[src/rtl/gptr_pkg.sv]
package gptr_pkg;

   typedef enum logic {
      GPTR_RD = 1'b0,
      GPTR_WR = 1'b1
   } gptr_mode_e;

   // Flag value held during reset: empty is asserted for a reader,
   // full is deasserted for a writer.
   function automatic logic gptr_reset_flag(gptr_mode_e mode);
      return (mode == GPTR_RD);
   endfunction

endpackage

[src/rtl/gptr_bin_reg.sv]
module gptr_bin_reg #(
   parameter int W = 4
) (
   input  logic         clk,
   input  logic         rst_n,
   input  logic         step,
   output logic [W-1:0] bin_d,
   output logic [W-1:0] bin_q
);

   assign bin_d = bin_q + W'(step);

   always_ff @(posedge clk) begin
      if (!rst_n) bin_q <= '0;
      else        bin_q <= bin_d;
   end

endmodule

[src/rtl/gptr_gray_reg.sv]
module gptr_gray_reg #(
   parameter int W = 4
) (
   input  logic         clk,
   input  logic         rst_n,
   input  logic [W-1:0] bin_d,
   output logic [W-1:0] gray_d,
   output logic [W-1:0] gray_q
);

   // Each lower bit is the XOR of a binary bit and its upper neighbour;
   // the top bit passes through unchanged.
   for (genvar i = 0; i < W - 1; i++) begin : g_bit
      assign gray_d[i] = bin_d[i+1] ^ bin_d[i];
   end
   assign gray_d[W-1] = bin_d[W-1];

   always_ff @(posedge clk) begin
      if (!rst_n) gray_q <= '0;
      else        gray_q <= gray_d;
   end

endmodule

[src/rtl/gptr_flag_gen.sv]
module gptr_flag_gen
   import gptr_pkg::*;
#(
   parameter int         W    = 4,
   parameter gptr_mode_e MODE = GPTR_RD
) (
   input  logic         clk,
   input  logic         rst_n,
   input  logic [W-1:0] gray_d,
   input  logic [W-1:0] peer,
   output logic         flag_q
);

   localparam logic RST_VAL = gptr_reset_flag(MODE);

   logic hit;

   if (MODE == GPTR_RD) begin : g_empty
      assign hit = (gray_d == peer);
   end else begin : g_full
      assign hit = (gray_d == {~peer[W-1:W-2], peer[W-3:0]});
   end

   always_ff @(posedge clk) begin
      if (!rst_n) flag_q <= RST_VAL;
      else        flag_q <= hit;
   end

endmodule

[src/rtl/gptr_unit.sv]
module gptr_unit
   import gptr_pkg::*;
#(
   parameter int         PTR_W = 4,
   parameter gptr_mode_e MODE  = GPTR_RD
) (
   input  logic               clk,
   input  logic               rst_n,
   input  logic               inc,
   input  logic [PTR_W-1:0]   peer_ptr,
   output logic [PTR_W-2:0]   addr,
   output logic [PTR_W-1:0]   gray_ptr,
   output logic               flag
);

   localparam int ADDR_W = PTR_W - 1;

   if (PTR_W < 3) begin : g_bad_width
      $error("gptr_unit: PTR_W must be at least 3");
   end

   logic               step;
   logic [PTR_W-1:0]   bin_d;
   logic [PTR_W-1:0]   bin_q;
   logic [PTR_W-1:0]   gray_d;

   assign step = inc & ~flag;

   gptr_bin_reg #(.W(PTR_W)) u_bin (
      .clk   (clk),
      .rst_n (rst_n),
      .step  (step),
      .bin_d (bin_d),
      .bin_q (bin_q)
   );

   gptr_gray_reg #(.W(PTR_W)) u_gray (
      .clk    (clk),
      .rst_n  (rst_n),
      .bin_d  (bin_d),
      .gray_d (gray_d),
      .gray_q (gray_ptr)
   );

   gptr_flag_gen #(.W(PTR_W), .MODE(MODE)) u_flag (
      .clk    (clk),
      .rst_n  (rst_n),
      .gray_d (gray_d),
      .peer   (peer_ptr),
      .flag_q (flag)
   );

   assign addr = bin_q[ADDR_W-1:0];

endmodule

[config.mk]
export PLATFORM = sky130hd
export DESIGN_NAME = gptr_unit
export DESIGN_NICKNAME = d
export VERILOG_FILES = /design/src/rtl/gptr_pkg.sv /design/src/rtl/gptr_bin_reg.sv /design/src/rtl/gptr_gray_reg.sv /design/src/rtl/gptr_flag_gen.sv /design/src/rtl/gptr_unit.sv
export SDC_FILE = /design/constraint.sdc
export NUM_CORES = 1
export LEC_CHECK = 0
export ABC_CLOCK_PERIOD_IN_PS = 1700
export BUFFER_PORTS_ARGS = -buffer_cell sky130_fd_sc_hd__buf_2
export CAP_MARGIN = 0
export CORE_AREA = 2 2 39 41
export CTS_BUF_LIST = sky130_fd_sc_hd__clkbuf_4 sky130_fd_sc_hd__clkbuf_8 sky130_fd_sc_hd__clkbuf_16
export DETAILED_ROUTE_END_ITERATION = 10
export DIE_AREA = 0 0 41 43
export SYNTH_ARGS = -nofsm -noshare
export SYNTH_HDL_FRONTEND = slang
export SYNTH_SLANG_ARGS = --single-unit
[constraint.sdc]
create_clock -name clk -period 1.7 [get_ports clk]
set_input_delay 0.255 -clock clk [delete_from_list [all_inputs] [get_ports clk]]
set_output_delay 0.255 -clock clk [all_outputs]
set_load 0.02 [all_outputs]
== Word-level counts from Yosys, hierarchy flattened ==
Index checks and enable logic that the tools add are counted.
Operators by class
  $add $sub $neg: 1
  equal/unequal tests: 1
  bitwise gates (word level): 5
Operator list (count)
  adder 4 x 1 -> 4 bit: 1
  equality test 4 bit: 1
  bitwise XOR 1 bit: 3
  AND 1 bit: 1
  inverter 1 bit: 1
Storage, ports and cells
  register bits after elaboration: 9
  bits of input ports: 7
  output and inout port bits: 8
  word-level logic and storage cells: 10

== Logic depth before layout (Yosys ltp) ==
  word-level depth: 5
  mapped depth: 6
  mapped depth without buffers: 6

== Hierarchy ==
Synthesis repeated with hierarchy kept, for this count alone.
Unflattened totals
  cell total of the unflattened synthesis: 34
  area, all modules: 390.4 µm²
By module, submodules not included
  gptr_bin_reg: instances 1, cells an instance 15, area an instance 166.4 µm², seq. area each 80.1 µm²
  gptr_gray_reg: instances 1, cells an instance 12, area an instance 138.9 µm², seq. area each 80.1 µm²
  gptr_flag_gen: instances 1, cells an instance 6, area an instance 71.3 µm², seq. area each 20.0 µm²
  gptr_unit: instances 1, cells an instance 1, area an instance 13.8 µm², seq. area each 0.0 µm²

== Worst setup path after synthesis ==
Ideal clock, no wire load.
  kind: register -> register
  start point: register u_flag.flag_q
  end point: register u_flag.flag_q
  setup time: 0.096 ns
  arrival: 1.805 ns
  required time: 1.604 ns
  setup slack: -0.201 ns
  cell stages (with the launch flop): 7
  path buffers: 0
  clock period less this slack: 1.901 ns
  cells stage by stage: dfxtp_1 nor2b_1 ha_1 ha_1 xnor3_1 xnor2_1 o41ai_2
Between the ends
  word-level cells in the longest chain between the ends: 5
  elaborated cells on any way between the ends: 7
  classes of those cells: 1 x add/sub; 1 x eq/ne; 5 x bitwise
RTL lines
  from (decl): RTL line gptr_flag_gen.sv:11  | output logic flag_q
  from (signal assigned): RTL line gptr_flag_gen.sv:26  | else flag_q <= hit;
  inverter 1 bit (*): RTL line gptr_unit.sv:27  | assign step = inc & ~flag;
  AND 1 bit (*): RTL line gptr_unit.sv:27
  adder 4 x 1 -> 4 bit (*): RTL line gptr_bin_reg.sv:11  | assign bin_d = bin_q + W'(step);
  bitwise XOR 1 bit: RTL line gptr_gray_reg.sv:14  | assign gray_d[i] = bin_d[i+1] ^ bin_d[i];
  equality test 4 bit (*): RTL line gptr_flag_gen.sv:19  | assign hit = (gray_d == peer);
Every way passes the cells marked *; elsewhere a longest branch is shown, timed or not.
A chain may end at the register's enable or synchronous reset.

== Worst setup path after layout ==
  start point: register u_flag.flag_q
  end point: register u_flag.flag_q
Between the ends
  word-level cells in the longest chain between the ends: 5
  elaborated cells on any way between the ends: 7
  classes of those cells: 1 x add/sub; 1 x eq/ne; 5 x bitwise
RTL lines
  inverter 1 bit (*): RTL line gptr_unit.sv:27
  AND 1 bit (*): RTL line gptr_unit.sv:27
  adder 4 x 1 -> 4 bit (*): RTL line gptr_bin_reg.sv:11
  via bin_d[1]: RTL line gptr_unit.sv:23  | logic [PTR_W-1:0] bin_d;
  bitwise XOR 1 bit: RTL line gptr_gray_reg.sv:14
  equality test 4 bit (*): RTL line gptr_flag_gen.sv:19
Mark *: on every way through the listed nets, which the timed path passes. The rest lies on a longest branch.

==> qor.txt <==
Run status: completed
Io pins: 15
Bufs on Longest Clock Path: 2
Unrepaired setup endpoints after global routing: yes
RePlAce Congestion: 0.6637
Max incr delay on CP: 0.38 ns
Synth cell types: 12
Placed cells: 69
Vias per std cell: 4.055
Vias in the first global route: 302
Max-cap violations: 0
P_int: 0.3492 mW
Hold Violations, Final: 0
Main synth FF type: dfxtp_1
Commonest cells post-synth: dfxtp_1 (8), xnor2_1 (7), nor2_1 (4), and2_1 (3)
Filler cell count: 143
EDFF count, synth: 0
Final wirelength: 709 um
Tcrit/Tclk final: 99.38%
Slew margin rel.: 85.13%
CTS tree: built
Yosys warns: 0
Drt drc: 0
Diodes inserted: 0
FF+latch area: 165.2 um2
Leak: 0.2759 nW
Post-CTS Setup Bufs: 0
Starting DRT DRC Count: 0
Clk pin slew, worst setup/hold paths: 0.06 ns
#FFs+latches synth: 8
Ys async rst share: 0%
Clk root buf: clkbuf_4
CTS Hold Buffers Added: 0
Pin count of the biggest net entering global routing: 6
Layout Cells excl Fill: 73
CP arrival: 1.84 ns
Cell count after synthesis: 33
Minimum clock period: 1.689 ns
Total GRT Usage: 10.08%
Comb pwr share: 19.2%
Avg WL per Cell: 9.712 um
Seq/Total Area, Yosys: 40.76%
Die Height: 43 um
Count of clock tree sinks: 8
Slowest cell on crit path: xnor3_1
Layout area overhead: 49.04%
Peak supply drop: 0.3759 mV
Die Area: 0.001763 mm2
Final setup margin: 0.01061 ns
Startpoint Class: register
CP Max Fanout: 2
Actual slew at the worst max-slew pin: 0.2214 ns
PortBufs: 14
Sw Ratio: 24.13%
Utilization after layout: 42.31%
Clock power share: 37.1%
Syn Area/Cell: 11.91 um2
Dominant cells by area after synthesis: dfxtp_1 (41%), xnor2_1 (16%), xnor3_1 (11%), ha_1 (6.4%), a21boi_4 (4.8%)
Starting Density: 28.39%
Worst Setup End Kind: register
CTS Buf Count: 3
Most numerous cell in the Yosys netlist: dfxtp_1
Fmax: 0.5919 GHz
Final setup viols: 0
Final setup skew: 0.002835 ns
Synth top area share: 40.76%
Final total power: 0.4603 mW
Grt total ovfl: 0
Hold Path Class: primary input to register
DPL Wire Length: 596.4 um
Multi-input gate area: 251.5 um2
Critical path type: register to register
Critical path, cell by cell: nor2b_1 > ha_2 > ha_4 > xnor3_1 > xnor2_1 > o41ai_2
Core ar.: 0.001384 mm2
H-tree Lvls: 1
Antenna Nets Post-Route: 0
Die Span X: 41 um
Post-synthesis instance area: 392.9 um2
Syn_nets: 42
Worst skew pair latency: 0.25 ns
Via count: 296
Flop pwr share: 43.7%
Fin nets: 67
Rows: 14
Final-report max-slew violation count: 0
Share of layout cells above drive strength 1: 54.39%
P_sw: 0.1111 mW
Drt first pass iters: 1
Antenna violations before repair: 0
Required @ worst endpoint: 1.85 ns
Pwr/cell area: 786.1 mW/mm2
Cell taking the most area after synthesis: dfxtp_1
First-pass GRT wire length: 1186 um
Setup WS pre-CTS: -0.09215 ns
## power by group through the flow
stage / Sequential, mW / Clock, mW / Combinational, mW
2_1_floorplan: 0.219 / 0 / 0.0426
5_1_grt: 0.202 / 0.192 / 0.0970
6_report: 0.201 / 0.171 / 0.0883
4_1_cts: 0.201 / 0.176 / 0.0898
3_5_place_dp: 0.206 / 0 / 0.0839
3_3_place_gp: 0.205 / 0 / 0.0831
## logic make-up (layout without fill, tap and decap cells)
kind of cell	after synthesis	in the layout	share of synthesized area, %
XOR/XNOR	11	11	31.53
AND/OR/NAND/NOR	9	9	11.46
flip-flops	8	8	40.76
adder cells (fa/ha/maj)	2	2	6.368
AO/OA/AOI/OAI	2	2	8.919
buffers and inverters	1	25	0.9545
## registers in the layout, indices dropped and copies added (netlist names)
signal         count
u_flag.flag_q      1
u_bin.bin_q        4
u_gray.gray_q      3
## placed cells by master (no fill, tap or decap), drive strengths merged
master and n:
nand3 1, o41ai 1, ha 2, xor2 2
inv 1, buf 20, clkbuf 4, a21boi 1
xnor2 7, nor2 4, xnor3 2, dfxtp 8
and2 3, nor2b 1
## per-layer routing
layer	up-vias	wire length [um]	GRT usage [%]
met1	132	286	12.05
met4	0	4	4.000
met5	-	0	0
met3	2	54	4.712
li1	155	-	-
met2	7	363	15.00
## final timing paths
kind / endpoint / depth (start not counted) / from / slack, ns
setup / recovery: u_flag.flag_q / 6 / u_flag.flag_q / 0.01
hold reg to reg: u_bin.bin_q[3] / 2 / u_bin.bin_q[3] / 0.62
setup reg to reg: u_flag.flag_q / 6 / u_flag.flag_q / 0.01
hold / removal: u_flag.flag_q / 2 / rst_n / 0.21
## worst max-delay path: cells and delay by family (launching register included)
| kind | cells | cell delay (ns) |
|---|---|---|
| flip-flops | 1 | 0.34 |
| AO/OA/AOI/OAI | 1 | 0.18 |
| XOR/XNOR | 2 | 0.53 |
| adder cells (fa/ha/maj) | 2 | 0.43 |
| AND/OR/NAND/NOR | 1 | 0.11 |
## final cells by class
cell class | count | share of cell area (%)
Tap cell | 16 | 3.419
Clock buffer | 4 | 5.128
Sequential cell | 8 | 28.21
Multi-Input combinational cell | 24 | 42.95
Timing Repair Buffer | 20 | 19.66
Inverter | 1 | 0.6410
## repair_timing
item / CTS / global route
pin swaps: 0 / 0
resized for setup: 1 / 0
endpoints found under the setup margin: 1 / 1
hold endpoints to repair: 0 / 0
## stage by stage
step | setup TNS (ns) | area [um2] | hold slack (ns)
final | 0 | 585.6 | 0.2098
after global routing | -0.08399 | 585.6 | 0.2061
after CTS | -0.01904 | 585.6 | 0.2079
after detailed placement | -0.09215 | 548.0 | 0.4702
after global placement | -0.09590 | 548.0 | 0.4714
after floorplan | -0.008050 | 412.9 | 0.3103
Note: power is estimated with default switching activity, not from simulation.
